[src/rtl/adc_bus_pkg.sv]
package adc_bus_pkg;

    localparam int DATA_W = 8;
    localparam int CHAN_W = 3;
    localparam int NIB    = DATA_W / 2;
    localparam logic [CHAN_W-1:0] REF_CHAN = '1;

    typedef enum logic [2:0] {
        ST_OFF,
        ST_WAKE,
        ST_IDLE,
        ST_RCONV,
        ST_WLOW,
        ST_LOPASS
    } seq_state_e;

    typedef struct packed {
        logic cs_fall;
        logic cs_rise;
        logic rd_fall;
        logic rd_rise;
        logic wr_fall;
        logic wr_rise;
        logic sel_fall;
    } pin_edges_t;

    function automatic int max_of(input int a, input int b);
        return (a > b) ? a : b;
    endfunction

    function automatic logic [DATA_W-1:0] pick_code(input logic [CHAN_W-1:0] ch,
                                                    input logic [DATA_W-1:0] code);
        return (ch == REF_CHAN) ? '1 : code;
    endfunction

endpackage

[src/rtl/adc_pin_edges.sv]
module adc_pin_edges
    import adc_bus_pkg::*;
(
    input  logic       clk,
    input  logic       rst,
    input  logic       cs_n,
    input  logic       rd_n,
    input  logic       wr_n,
    output pin_edges_t edges
);
    logic cs_q, rd_q, wr_q;

    always_ff @(posedge clk) begin
        if (rst) begin
            cs_q <= 1'b1;
            rd_q <= 1'b1;
            wr_q <= 1'b1;
        end else begin
            cs_q <= cs_n;
            rd_q <= rd_n;
            wr_q <= wr_n;
        end
    end

    always_comb begin
        edges.cs_fall  = cs_q & ~cs_n;
        edges.cs_rise  = ~cs_q & cs_n;
        edges.rd_fall  = rd_q & ~rd_n;
        edges.rd_rise  = ~rd_q & rd_n;
        edges.wr_fall  = wr_q & ~wr_n;
        edges.wr_rise  = ~wr_q & wr_n;
        edges.sel_fall = (cs_q | rd_q) & ~(cs_n | rd_n);
    end
endmodule

[src/rtl/adc_cycle_timer.sv]
module adc_cycle_timer #(
    parameter int TW = 8
) (
    input  logic          clk,
    input  logic          rst,
    input  logic          load,
    input  logic [TW-1:0] load_val,
    output logic          active,
    output logic          expire
);
    logic [TW-1:0] cnt_q;

    always_ff @(posedge clk) begin
        if (rst) begin
            cnt_q <= '0;
        end else if (load) begin
            cnt_q <= load_val;
        end else if (cnt_q != '0) begin
            cnt_q <= cnt_q - 1'b1;
        end
    end

    assign active = (cnt_q != '0);
    assign expire = (cnt_q == TW'(1));
endmodule

[src/rtl/adc_bus_seq.sv]
module adc_bus_seq
    import adc_bus_pkg::*;
#(
    parameter int TW       = 8,
    parameter int CONV_CYC = 100,
    parameter int INTL_CYC = 60,
    parameter int WAKE_CYC = 90
) (
    input  logic              clk,
    input  logic              rst,
    input  pin_edges_t        edges,
    input  logic              mode,
    input  logic              cs_n,
    input  logic              rd_n,
    input  logic              pwrdn_n,
    input  logic [CHAN_W-1:0] addr,
    input  logic [DATA_W-1:0] core_code,
    input  logic              ph_expire,
    input  logic              acq_active,
    output logic              ph_load,
    output logic [TW-1:0]     ph_val,
    output logic              acq_load,
    output logic [DATA_W-1:0] buf_q,
    output logic              int_q,
    output logic              rdy_q,
    output logic              err_q,
    output logic [CHAN_W-1:0] chan_q,
    output logic              start_q,
    output logic              wake
);
    seq_state_e        st_q, st_d;
    logic [DATA_W-1:0] buf_d, picked;
    logic              int_d, rdy_d, err_d, start_d;
    logic [CHAN_W-1:0] chan_d;
    logic              rd_start, wr_start, want_start, early_rd;

    assign picked     = pick_code(chan_q, core_code);
    assign rd_start   = ~mode & ~cs_n & ~rd_n & edges.sel_fall;
    assign wr_start   = mode & ~cs_n & edges.wr_fall;
    assign want_start = rd_start | wr_start;
    assign early_rd   = edges.rd_fall & ~cs_n;

    always_comb begin
        st_d     = st_q;
        buf_d    = buf_q;
        int_d    = int_q;
        rdy_d    = rdy_q;
        err_d    = err_q;
        chan_d   = chan_q;
        start_d  = 1'b0;
        ph_load  = 1'b0;
        ph_val   = '0;
        acq_load = 1'b0;

        if (edges.cs_rise || edges.rd_rise) int_d = 1'b1;

        if (mode)               rdy_d = 1'b0;
        else if (edges.cs_fall) rdy_d = 1'b1;

        if (!pwrdn_n) begin
            st_d  = ST_OFF;
            rdy_d = 1'b0;
            if (want_start) err_d = 1'b1;
        end else begin
            unique case (st_q)
                ST_OFF: begin
                    st_d    = ST_WAKE;
                    ph_load = 1'b1;
                    ph_val  = TW'(WAKE_CYC);
                    if (want_start) err_d = 1'b1;
                end
                ST_WAKE: begin
                    if (want_start) err_d = 1'b1;
                    if (ph_expire) st_d = ST_IDLE;
                end
                ST_IDLE: begin
                    chan_d = addr;
                    if (want_start) begin
                        if (acq_active) begin
                            err_d = 1'b1;
                        end else begin
                            start_d = 1'b1;
                            if (rd_start) begin
                                st_d    = ST_RCONV;
                                ph_load = 1'b1;
                                ph_val  = TW'(CONV_CYC);
                            end else begin
                                st_d = ST_WLOW;
                            end
                        end
                    end
                end
                ST_RCONV: begin
                    if (ph_expire) begin
                        buf_d    = picked;
                        int_d    = 1'b0;
                        rdy_d    = 1'b0;
                        acq_load = 1'b1;
                        st_d     = ST_IDLE;
                    end
                end
                ST_WLOW: begin
                    if (edges.wr_rise) begin
                        buf_d[DATA_W-1:NIB] = picked[DATA_W-1:NIB];
                        ph_load = 1'b1;
                        ph_val  = TW'(INTL_CYC);
                        st_d    = ST_LOPASS;
                    end
                end
                ST_LOPASS: begin
                    if (early_rd || ph_expire) begin
                        buf_d[NIB-1:0] = picked[NIB-1:0];
                        int_d    = 1'b0;
                        acq_load = 1'b1;
                        st_d     = ST_IDLE;
                    end
                end
                default: st_d = ST_OFF;
            endcase
        end
    end

    always_ff @(posedge clk) begin
        if (rst) begin
            st_q    <= ST_OFF;
            buf_q   <= '0;
            int_q   <= 1'b1;
            rdy_q   <= 1'b0;
            err_q   <= 1'b0;
            chan_q  <= '0;
            start_q <= 1'b0;
        end else begin
            st_q    <= st_d;
            buf_q   <= buf_d;
            int_q   <= int_d;
            rdy_q   <= rdy_d;
            err_q   <= err_d;
            chan_q  <= chan_d;
            start_q <= start_d;
        end
    end

    assign wake = (st_q != ST_OFF);
endmodule

[src/rtl/adc_bus_ctrl.sv]
module adc_bus_ctrl
    import adc_bus_pkg::*;
#(
    parameter int CONV_CYC = 100,
    parameter int INTL_CYC = 60,
    parameter int WAKE_CYC = 90,
    parameter int ACQ_CYC  = 20
) (
    input  logic              clk,
    input  logic              rst,
    input  logic              mode,
    input  logic              cs_n,
    input  logic              rd_n,
    input  logic              wr_n,
    input  logic              pwrdn_n,
    input  logic [CHAN_W-1:0] addr,
    input  logic [DATA_W-1:0] core_code,
    output logic [DATA_W-1:0] data_out,
    output logic              data_oe,
    output logic              int_n,
    output logic              rdy_low,
    output logic [CHAN_W-1:0] core_chan,
    output logic              core_start,
    output logic              core_wake,
    output logic              err_flag
);
    localparam int MAX_CYC = max_of(max_of(CONV_CYC, INTL_CYC), max_of(WAKE_CYC, ACQ_CYC));
    localparam int TW      = $clog2(MAX_CYC + 1);

    pin_edges_t    edges;
    logic          ph_load, ph_active, ph_expire;
    logic [TW-1:0] ph_val;
    logic          acq_load, acq_active, acq_expire;

    adc_pin_edges u_edges (
        .clk   (clk),
        .rst   (rst),
        .cs_n  (cs_n),
        .rd_n  (rd_n),
        .wr_n  (wr_n),
        .edges (edges)
    );

    adc_cycle_timer #(.TW(TW)) u_phase_tmr (
        .clk      (clk),
        .rst      (rst),
        .load     (ph_load),
        .load_val (ph_val),
        .active   (ph_active),
        .expire   (ph_expire)
    );

    adc_cycle_timer #(.TW(TW)) u_acq_tmr (
        .clk      (clk),
        .rst      (rst),
        .load     (acq_load),
        .load_val (TW'(ACQ_CYC)),
        .active   (acq_active),
        .expire   (acq_expire)
    );

    adc_bus_seq #(
        .TW       (TW),
        .CONV_CYC (CONV_CYC),
        .INTL_CYC (INTL_CYC),
        .WAKE_CYC (WAKE_CYC)
    ) u_seq (
        .clk        (clk),
        .rst        (rst),
        .edges      (edges),
        .mode       (mode),
        .cs_n       (cs_n),
        .rd_n       (rd_n),
        .pwrdn_n    (pwrdn_n),
        .addr       (addr),
        .core_code  (core_code),
        .ph_expire  (ph_expire & ph_active),
        .acq_active (acq_active | acq_expire),
        .ph_load    (ph_load),
        .ph_val     (ph_val),
        .acq_load   (acq_load),
        .buf_q      (data_out),
        .int_q      (int_n),
        .rdy_q      (rdy_low),
        .err_q      (err_flag),
        .chan_q     (core_chan),
        .start_q    (core_start),
        .wake       (core_wake)
    );

    assign data_oe = ~cs_n & ~rd_n;
endmodule

[config.mk]
export PLATFORM = sky130hd
export DESIGN_NAME = adc_bus_ctrl
export DESIGN_NICKNAME = d
export VERILOG_FILES = /design/src/rtl/adc_bus_pkg.sv /design/src/rtl/adc_pin_edges.sv /design/src/rtl/adc_cycle_timer.sv /design/src/rtl/adc_bus_seq.sv /design/src/rtl/adc_bus_ctrl.sv
export SDC_FILE = /design/constraint.sdc
export NUM_CORES = 1
export LEC_CHECK = 0
export BUFFER_PORTS_ARGS = -buffer_cell sky130_fd_sc_hd__buf_2
export CAP_MARGIN = 15
export CORE_MARGIN = 3
export CORE_UTILIZATION = 54
export CTS_CLUSTER_DIAMETER = 50
export DETAILED_ROUTE_END_ITERATION = 8
export PLACE_DENSITY = 0.89
export SLEW_MARGIN = 10
export SYNTH_ARGS = -nofsm -noshare
export SYNTH_HDL_FRONTEND = slang
export SYNTH_SLANG_ARGS = --single-unit
[constraint.sdc]
create_clock -name clk -period 2.2 [get_ports clk]
set_clock_uncertainty 0.05 [all_clocks]
set_input_delay 0.33 -clock clk [delete_from_list [all_inputs] [get_ports clk]]
set_output_delay 0.33 -clock clk [all_outputs]
set_load 0.005 [all_outputs]
== Yosys cells after proc, flatten, opt, wreduce, memory -nomap -nowiden ==
Index checks and enable logic that the tools add are counted.

* Register bits after elaboration: 35
* Memories kept: 0
* Bits of input ports: 18
* RAM bits: 0
* Bits in latches: 0
* ROM bits: 0

* Order comparisons: 0
* Reductions and logical operators: 20
* Muxes and demuxes: 48
* $mul: 0
* Bitwise gates (word level): 30
* Add/subtract/negate cells: 2
* Equal/unequal tests: 17
* Div/mod/pow operators: 0
* Shift operators: 0

{| class="wikitable"
|+ Operator list
! operator !! number
|-
| $mux W7 || 6
|-
| $mux W1 || 21
|-
| $pmux W7 S3 || 1
|-
| $mux W3 || 6
|-
| $mux W8 || 2
|-
| $pmux W4 S2 || 2
|-
| $and A1 B1 Y1 || 15
|-
| $pmux W3 S5 || 1
|-
| $eq A7 B1 Y1 const B || 2
|-
| $reduce_bool A7 Y1 || 2
|-
| $sub A7 B1 Y7 const B || 2
|-
| $not A1 Y1 || 11
|-
| $mux W5 || 2
|-
| $eq A3 B3 Y1 const B || 3
|-
| $ne A3 B2 Y1 const B || 3
|-
| $mux W4 || 2
|-
| $ne A2 B1 Y1 const B || 4
|-
| $reduce_and A4 Y1 || 2
|-
| $reduce_bool A2 Y1 || 4
|-
| $reduce_or A2 Y1 || 4
|-
| $eq A3 B2 Y1 const B || 2
|-
| $mux W6 || 1
|-
| $pmux W1 S2 || 3
|-
| $reduce_and A5 Y1 || 1
|-
| 10 further kinds || 15
|}

== Longest topological paths before layout ==
Gate-level depths: netlist of run 1.

* Depth after elaboration: 10
* Mapped depth: 8

== By module ==
A second synthesis of run 1 with hierarchy kept.

* Cell total of the unflattened synthesis: 245
* Area, all modules: 2,064.5 um^2

{| class="wikitable"
|+ By module, submodules not included
! module !! instances !! sequential area each (um^2) !! cells each !! area an instance (um^2)
|-
| adc_bus_seq || 1 || 360.3 || 122 || 1,018.5
|-
| adc_cycle_timer || 2 || 140.1 || 52 || 446.7
|-
| adc_pin_edges || 1 || 60.1 || 14 || 128.9
|-
| adc_bus_ctrl || 1 || 0.0 || 5 || 23.8
|}

== Worst setup path after synthesis of run 1 ==
No wires, ideal clock.

* Path type: flip-flop to flip-flop
* Start: reg u_phase_tmr.cnt_q[0]
* End: reg u_seq.buf_q[2]
* Required time: 2,017 ps
* Path buffers: 1
* Arrival time: 1,812 ps
* Period minus slack after synthesis: 1,995 ps
* Path slack: 205 ps
* Cell stages (with the launch flop): 9
* Path through: dfxtp_1 inv_1 ha_1 nor3b_1 nand2_2 o32a_4 buf_6 nor3_1 a211oi_1

* Longest elaborated chain between the ends: 5
* Elaborated cells between the ends (all ways): 7
* Classes of those cells: eq/ne: 3; bitwise: 1; reduce/logical: 3

{| class="wikitable"
|+ Ends and longest elaborated chain
! what !! line !! RTL
|-
| start: declaration || adc_cycle_timer.sv:11 || <nowiki>logic [TW-1:0] cnt_q;</nowiki>
|-
| start signal: assignment || adc_cycle_timer.sv:17 || <nowiki>cnt_q <= load_val;</nowiki>
|-
| start signal: assignment || adc_cycle_timer.sv:19 || <nowiki>cnt_q <= cnt_q - 1'b1;</nowiki>
|-
| $eq A7 B1 Y1 or $reduce_bool A7 Y1 (tied branches) || adc_cycle_timer.sv:24, adc_cycle_timer.sv:23 ||
|-
| $and A1 B1 Y1 (*) || adc_bus_ctrl.sv:77 || <nowiki>.ph_expire (ph_expire & ph_active),</nowiki>
|-
| $logic_or A1 B1 Y1 || adc_bus_seq.sv:111 || <nowiki>if (early_rd || ph_expire) begin</nowiki>
|-
| $ne A2 B1 Y1 (no source line) || n/a ||
|-
| $reduce_and A4 Y1 (no source line) (*) || n/a ||
|-
| end signal: assignment || adc_bus_seq.sv:134 || <nowiki>buf_q <= buf_d;</nowiki>
|-
| end: declaration || adc_bus_seq.sv:23 || <nowiki>output logic [DATA_W-1:0] buf_q,</nowiki>
|}

Mark *: on every way between the ends. The rest lies on a longest branch, timed or not.
A chain may end at the register's enable or synchronous reset.

== Worst setup path in the final report of run 1 ==
* Start: reg u_phase_tmr.cnt_q[0]
* End: reg u_seq.buf_q[3]

Same word-level chain as after synthesis.

==> metrics, run 1 <==
detailed-route via count=1601; Crit Path Max Fanout=13; Die Ht=62.7 um; clk slew on worst S/H paths=0.10 ns; Net Switching=611 uW; syn nets=230; R2R setup slack=0.20 ns; # setup viols final=0; Leakage=0.000841 uW; end point of the worst hold path=u_seq.rdy_q; dominant cell type by area after synthesis=dfxtp_1; Fmax achieved=500 MHz; Post-Route Setup TNS=0 ns; r2r worst-path depth=7; worst reg2reg endpoint=u_seq.buf_q[3]; Post-synth EDFFs=0; max-cap violations=0; crit start category=register; Post-Syn Instances=206; clk sinks=35; Seq/Total Area, Yosys=40.4%; Mapped Area=0.00173 mm2; DIE WIDTH=62.7 um; layout cell share with drive strength beyond 1=22.3%; Iteration-0 DRC Markers=102; Area contributors post-synth=dfxtp_1 (40%), nor2_1 (5.4%), a21oi_1 (4.6%); Hold Path Depth=2; CTS H-tree depth=2; clock share of power=19.0%; Yosys top cell area share=40.4%; Ports=35; Root Buffer=clkbuf_4; Post-CTS Repair Setup Buffers=0; total clock buffers created by CTS=5; Final #Nets=265; Least-Margin Pin Slew=0.727 ns; Final ANT Viol Nets=0; Final min period=2.00 ns; port bufs=34; worst skew pair latency=0.33 ns; Internal Pwr Total=1100 uW; vias per inst=5.64; vias in the first global route=1525; required time of the worst setup path=2.37 ns; GRT Overall Usage=20.8%; Yosys reg bits=35; status=completed; dpl hpwl=2940 um; cts hold-fix bufs=0; Post-CTS Resized=0; CTS tree=yes; CTS Buffer Depth=2; Critical Path AT=2.17 ns; synth-to-layout area growth=14.9%; Sw Ratio=35.6%; first-pass GRT wire length=6730 um; Ant. Diodes=0; most frequent cells after synthesis=dfxtp_1 (35), nor2_1 (25), a21oi_1 (16); worst r2r src=u_phase_tmr.cnt_q[0]; die area=0.00393 mm2; Mean Syn Cell Area=8.42 um2; CP endpoint kind=register; Rel. slew slack=51.1%; initial antenna violation count=0; max-slew violation count=0; Seq pwr share=47.5%; Cell Pwr Density=859 mW/mm2; FFs w/ async S/R, synth=0%; total gr overflow=0; Initial Utilization=59.8%; Comb pwr share=33.5%; final WL=3940 um; Ys Warns=0; Crit Path Class=register to register; final period utilization=91.0%; Hold Crit Class=input port to register; largest net degree at the start of global routing=23; hold wc startpoint=mode; core footprint=0.00290 mm2; total power=1710 uW; Distinct cells, synth=43; Max VDD drop=0.000635 V; total number of placement rows=19; most numerous cell in the Yosys netlist=dfxtp_1; Primary FF master, synth=dfxtp_1; Final Wtd Congestion=0.893; # DRC=0; Cell Area, Placed=0.00194 mm2; WL per Instance=13.9 um; post-route cell area=0.00199 mm2; unrepaired setup endpoints after global routing=no; worst hold slack=0.151 ns; drt pass-1 iters=4; Hold Fails Final Rpt=0
## per-stage QoR
| step | setup slack (ns) | util, % | instances |
|---|---|---|---|
| final | 0.198 | 68.7 | 284 |
| after floorplan | 0.205 | - | 206 |
| after detailed placement | 0.121 | 66.8 | 276 |
| after global routing | 0.0364 | 68.7 | 284 |
| after global placement | 0.203 | 66.8 | 276 |
| after CTS | 0.0695 | 68.6 | 284 |
## power groups by stage
stage | registers, uW | clock network [uW] | logic (uW)
floorplan | 800 | 0 | 457
detailed placement | 825 | 0 | 568
global route | 824 | 360 | 658
CTS | 811 | 327 | 570
global placement | 818 | 0 | 541
finish | 814 | 325 | 574
## logic make-up (layout without fill, tap and decap cells)
| logic type | after synthesis | after routing | synth area share, % |
|---|---|---|---|
| adder cells (fa/ha/maj) | 6 | 6 | 4.33 |
| XOR/XNOR | 8 | 8 | 4.04 |
| buffers and inverters | 21 | 57 | 4.98 |
| AO/OA/AOI/OAI | 40 | 40 | 15.9 |
| flip-flops | 35 | 35 | 40.4 |
| AND/OR/NAND/NOR | 93 | 93 | 28.6 |
| multiplexers | 3 | 3 | 1.73 |
## worst max-delay path, stage by stage (launching register included)
cell and delay [ns]:
dfxtp_1 0.40, inv_1 0.10, ha_1 0.25, nor3b_2 0.26
nand2_2 0.12, o32a_4 0.45, nor3_1 0.20, a211oi_1 0.07
## flip-flops by register name, summed over array words and instances, names as in the netlist
register	flops
u_acq_tmr.cnt_q	7
u_edges.cs_q	1
u_edges.rd_q	1
u_edges.wr_q	1
u_phase_tmr.cnt_q	7
u_seq.buf_q	8
u_seq.chan_q	3
u_seq.err_q	1
u_seq.int_q	1
u_seq.rdy_q	1
u_seq.st_q	3
u_seq.start_q	1
## routing by layer
layer	track usage (%)	wire length (um)	up-vias	part of all wire, %
li1	-	-	798	-
met1	26.9	1780	727	45
met2	34.2	1780	71	45
met3	5.76	340	5	8.6
met4	5.51	34	0	0.86
met5	0	0	-	0
## cell usage in the layout, fill, tap and decap left out, drive strengths merged, types with 3 or more instances in the layout
cell type	netlist	layout
xnor2	5	5
inv	12	12
buf	3	37
mux2i	3	3
nand4	3	3
nand2	15	15
nand3	12	12
nor2b	3	3
xor2	3	3
and3	4	4
clkbuf	6	7
nor2	25	25
ha	6	6
nand3b	3	3
nor4	3	3
o21ai	4	4
or2	4	4
a211oi	9	9
dfxtp	35	35
a21oi	16	16
nor3	9	9
## cell type report
class | instances | area, um2
tap | 42 | 52.6
clock buffer | 7 | 45.0
fill | 259 | 907
sequential | 35 | 701
timing repair buffer | 37 | 193
multi-input combinational | 150 | 952
inverter | 12 | 45.0
clock inverter | 1 | 5.00
## how the worst max path moves through the flow
stage                           to            startpoint  cells after the start  slack [ns]
floorplan           u_seq.buf_q[2]  u_phase_tmr.cnt_q[0]                      8        0.20
global placement    u_seq.buf_q[1]  u_phase_tmr.cnt_q[0]                      7        0.20
detailed placement  u_seq.buf_q[2]  u_phase_tmr.cnt_q[0]                      7        0.12
CTS                 u_seq.buf_q[3]  u_phase_tmr.cnt_q[0]                      7        0.07
global route        u_seq.buf_q[2]  u_phase_tmr.cnt_q[0]                      7        0.04
finish              u_seq.buf_q[3]  u_phase_tmr.cnt_q[0]                      7        0.20
Note: power is estimated with default switching activity, not from simulation.
==> inputs of run 2 (changes only) <==
--- a/config.mk
+++ b/config.mk
@@ -8,11 +8,12 @@
 export BUFFER_PORTS_ARGS = -buffer_cell sky130_fd_sc_hd__buf_2
 export CAP_MARGIN = 15
 export CORE_MARGIN = 3
-export CORE_UTILIZATION = 54
+export CORE_UTILIZATION = 56
 export CTS_CLUSTER_DIAMETER = 50
 export DETAILED_ROUTE_END_ITERATION = 8
-export PLACE_DENSITY = 0.89
+export PLACE_DENSITY = 0.9
 export SLEW_MARGIN = 10
 export SYNTH_ARGS = -nofsm -noshare
 export SYNTH_HDL_FRONTEND = slang
+export SYNTH_HIERARCHICAL = 1
 export SYNTH_SLANG_ARGS = --single-unit
==> metrics, run 2 <==
gr busiest metal=met2; most frequent cells in the layout=buf_4 (41), buf_2 (34), dfxtp_1 (28), nand2_1 (24), nor2_1 (22); Finished Layout Cells=368; Ports=35; WL per Instance=18.1 um; CTS Buffer Depth=2; Distinct cells, synth=60; Yosys top cell area share=33.9%; synth-to-layout area growth=36.6%; Mapped Area=0.00206 mm2; total clock buffers created by CTS=5; required time of the worst setup path=2.33 ns; unrepaired setup endpoints after global routing=yes; max FFs per register=8; clk slew on worst S/H paths=0.07 ns; layout cell share with drive strength beyond 1=39.4%; Iteration-0 DRC Markers=257; GR Util met2=47.6%; biggest registers after layout=u_seq/buf_q (8), u_acq_tmr/cnt_q (7), u_phase_tmr/cnt_q (7); Seq/Total Area, Yosys=33.9%; Crit Path Class=register to register; largest net degree at the start of global routing=36; Crit path max-delay family=simple AND/OR/NAND/NOR gates; Cell Pwr Density=1230 mW/mm2; largest stage delay on the critical path=0.54 ns; dominant cell type by area after synthesis=dfxtp_1; Ys Warns=6; # DRC=0; Leakage=0.00127 uW; clk sinks=35; Primary FF master, synth=dfxtp_1; Area contributors post-synth=dfxtp_1 (34%), nand2_1 (4.4%), nor2_1 (4.4%); most numerous cell in the Yosys netlist=dfxtp_1; detailed-route via count=2263; Final min period=2.57 ns; CTS H-tree depth=2; worst skew pair latency=0.30 ns; critical-path cell list=nor4_4 -> and3b_2 -> inv_2 -> or2_4 -> or4bb_4 -> o211ai_4 -> or4b_1 -> o2bb2ai_1; Post-Syn Instances=245; port bufs=34; max-cap violations=0; DIE WIDTH=66.7 um; Critical Path AT=2.70 ns; Die Ht=66.7 um; vias in the first global route=2016; FFs w/ async S/R, synth=0%; most frequent cells after synthesis=dfxtp_1 (35), nand2_1 (24), nor2_1 (24); Buf/Inv on CP=1; vias per inst=6.15; Crit Path Max Fanout=3; # setup viols final=15; total number of placement rows=21; GRT Overall Usage=27.0%; Max VDD drop=0.000844 V; GR Layer Usage met3=4.72%; Yosys reg bits=35; filler cell count=180; Ant. Diodes=0; Final Wtd Congestion=0.904; Hold Crit Class=input port to register; worst hold slack=0.202 ns; post-route cell area=0.00282 mm2; total gr overflow=0; failing checks=negative setup slack; die area=0.00445 mm2; core footprint=0.00344 mm2; Cell Count Post-Placement=352; Mean Syn Cell Area=8.43 um2; largest register by flop count=u_seq/buf_q; most common cell after layout, fill and taps aside=buf_4; Rel. slew slack=58.3%; crit start category=register; Fmax achieved=388 MHz; Final ANT Viol Nets=0; status=finished, violations left; final worst slack=-0.375 ns; Least-Margin Pin Slew=0.626 ns; Root Buffer=clkbuf_8; final WL=6670 um; drt pass-1 iters=6; CTS tree=yes; cts hold-fix bufs=0; Crit-path slowest cell=or4bb_4; final period utilization=117%; CP endpoint kind=register; dpl hpwl=3710 um; Final #Nets=346; Post-synth EDFFs=0; max-slew violation count=0; Initial Utilization=60.0%; Cell Area, Placed=0.00255 mm2; first-pass GRT wire length=8970 um; M1 GR Usage=29.3%; Hold Fails Final Rpt=0; initial antenna violation count=0
run 2: cells by family (layout without fill, tap and decap cells):
kind of cell	count (synthesis)	in the layout	share of synthesized area [%]
compound gates	49	50	17.2
flops	35	35	33.9
other cells	3	8	0.545
mux	6	6	2.91
buf+inv	28	99	7.03
xor+xnor	8	8	3.39
simple gates	110	110	31.4
fa+ha+maj	6	6	3.64
run 2: worst paths after layout:
| path | startpoint | slack [ns] | endpoint | depth (start not counted) |
|---|---|---|---|---|
| worst max-delay path | u_acq_tmr/cnt_q[2] | -0.37 | u_seq/st_q[2] | 8 |
| worst min-delay path | wr_n | 0.20 | u_edges/wr_q | 2 |
| worst max register to register | u_acq_tmr/cnt_q[2] | -0.37 | u_seq/st_q[2] | 8 |
| worst min register to register | u_seq/buf_q[3] | 0.43 | u_seq/buf_q[3] | 2 |
run 2: worst register-to-register path, delay by kind of cell, from the launching register on:
kind | cells | cell delay [ns]
flip-flops | 1 | 0.34
AO/OA/AOI/OAI | 2 | 0.24
AND/OR/NAND/NOR | 5 | 1.77
buffers and inverters | 1 | 0.05
run 2: final cells by class:
class / instances / area [um2] / share of cell area, %
clock inverter: 1 / 30.0 / 1.06
multi-input combinational: 188 / 1360 / 48.3
tap: 46 / 57.6 / 2.04
clock buffer: 6 / 72.6 / 2.57
timing repair buffer: 80 / 543 / 19.3
inverter: 12 / 45.0 / 1.60
sequential: 35 / 709 / 25.2
run 2: metal layers:
layer / vias to the layer above / routed length (um)
li1: 1003 / -
met1: 1028 / 2350
met2: 172 / 3250
met3: 60 / 628
met4: 0 / 438
met5: - / 0
run 2: power breakdown:
group          leakage, uW  switching (uW)  internal, uW
combinational     0.000926             930          1060
clock            0.0000513             236           332
sequential        0.000289             133           782
total              0.00127            1300          2180
run 2: timing repair:
action / 4_1_cts / 5_1_grt
gates resized for setup: 8 / 17
pin swaps: 12 / 7
setup buffers: 3 / 6
endpoints found under the setup margin: 14 / 21
cloned: 1 / 0
run 2: metrics by stage:
stage	worst slack (ns)	util, %	TNS, ns	power [uW]
2_1_floorplan	-0.348	-	-1.47	1970
3_3_place_gp	-0.178	74.0	-0.892	2450
3_5_place_dp	-0.227	74.0	-1.35	2520
4_1_cts	-0.248	79.0	-0.863	3150
5_1_grt	-0.449	81.9	-4.35	3670
6_report	-0.375	81.9	-2.74	3480
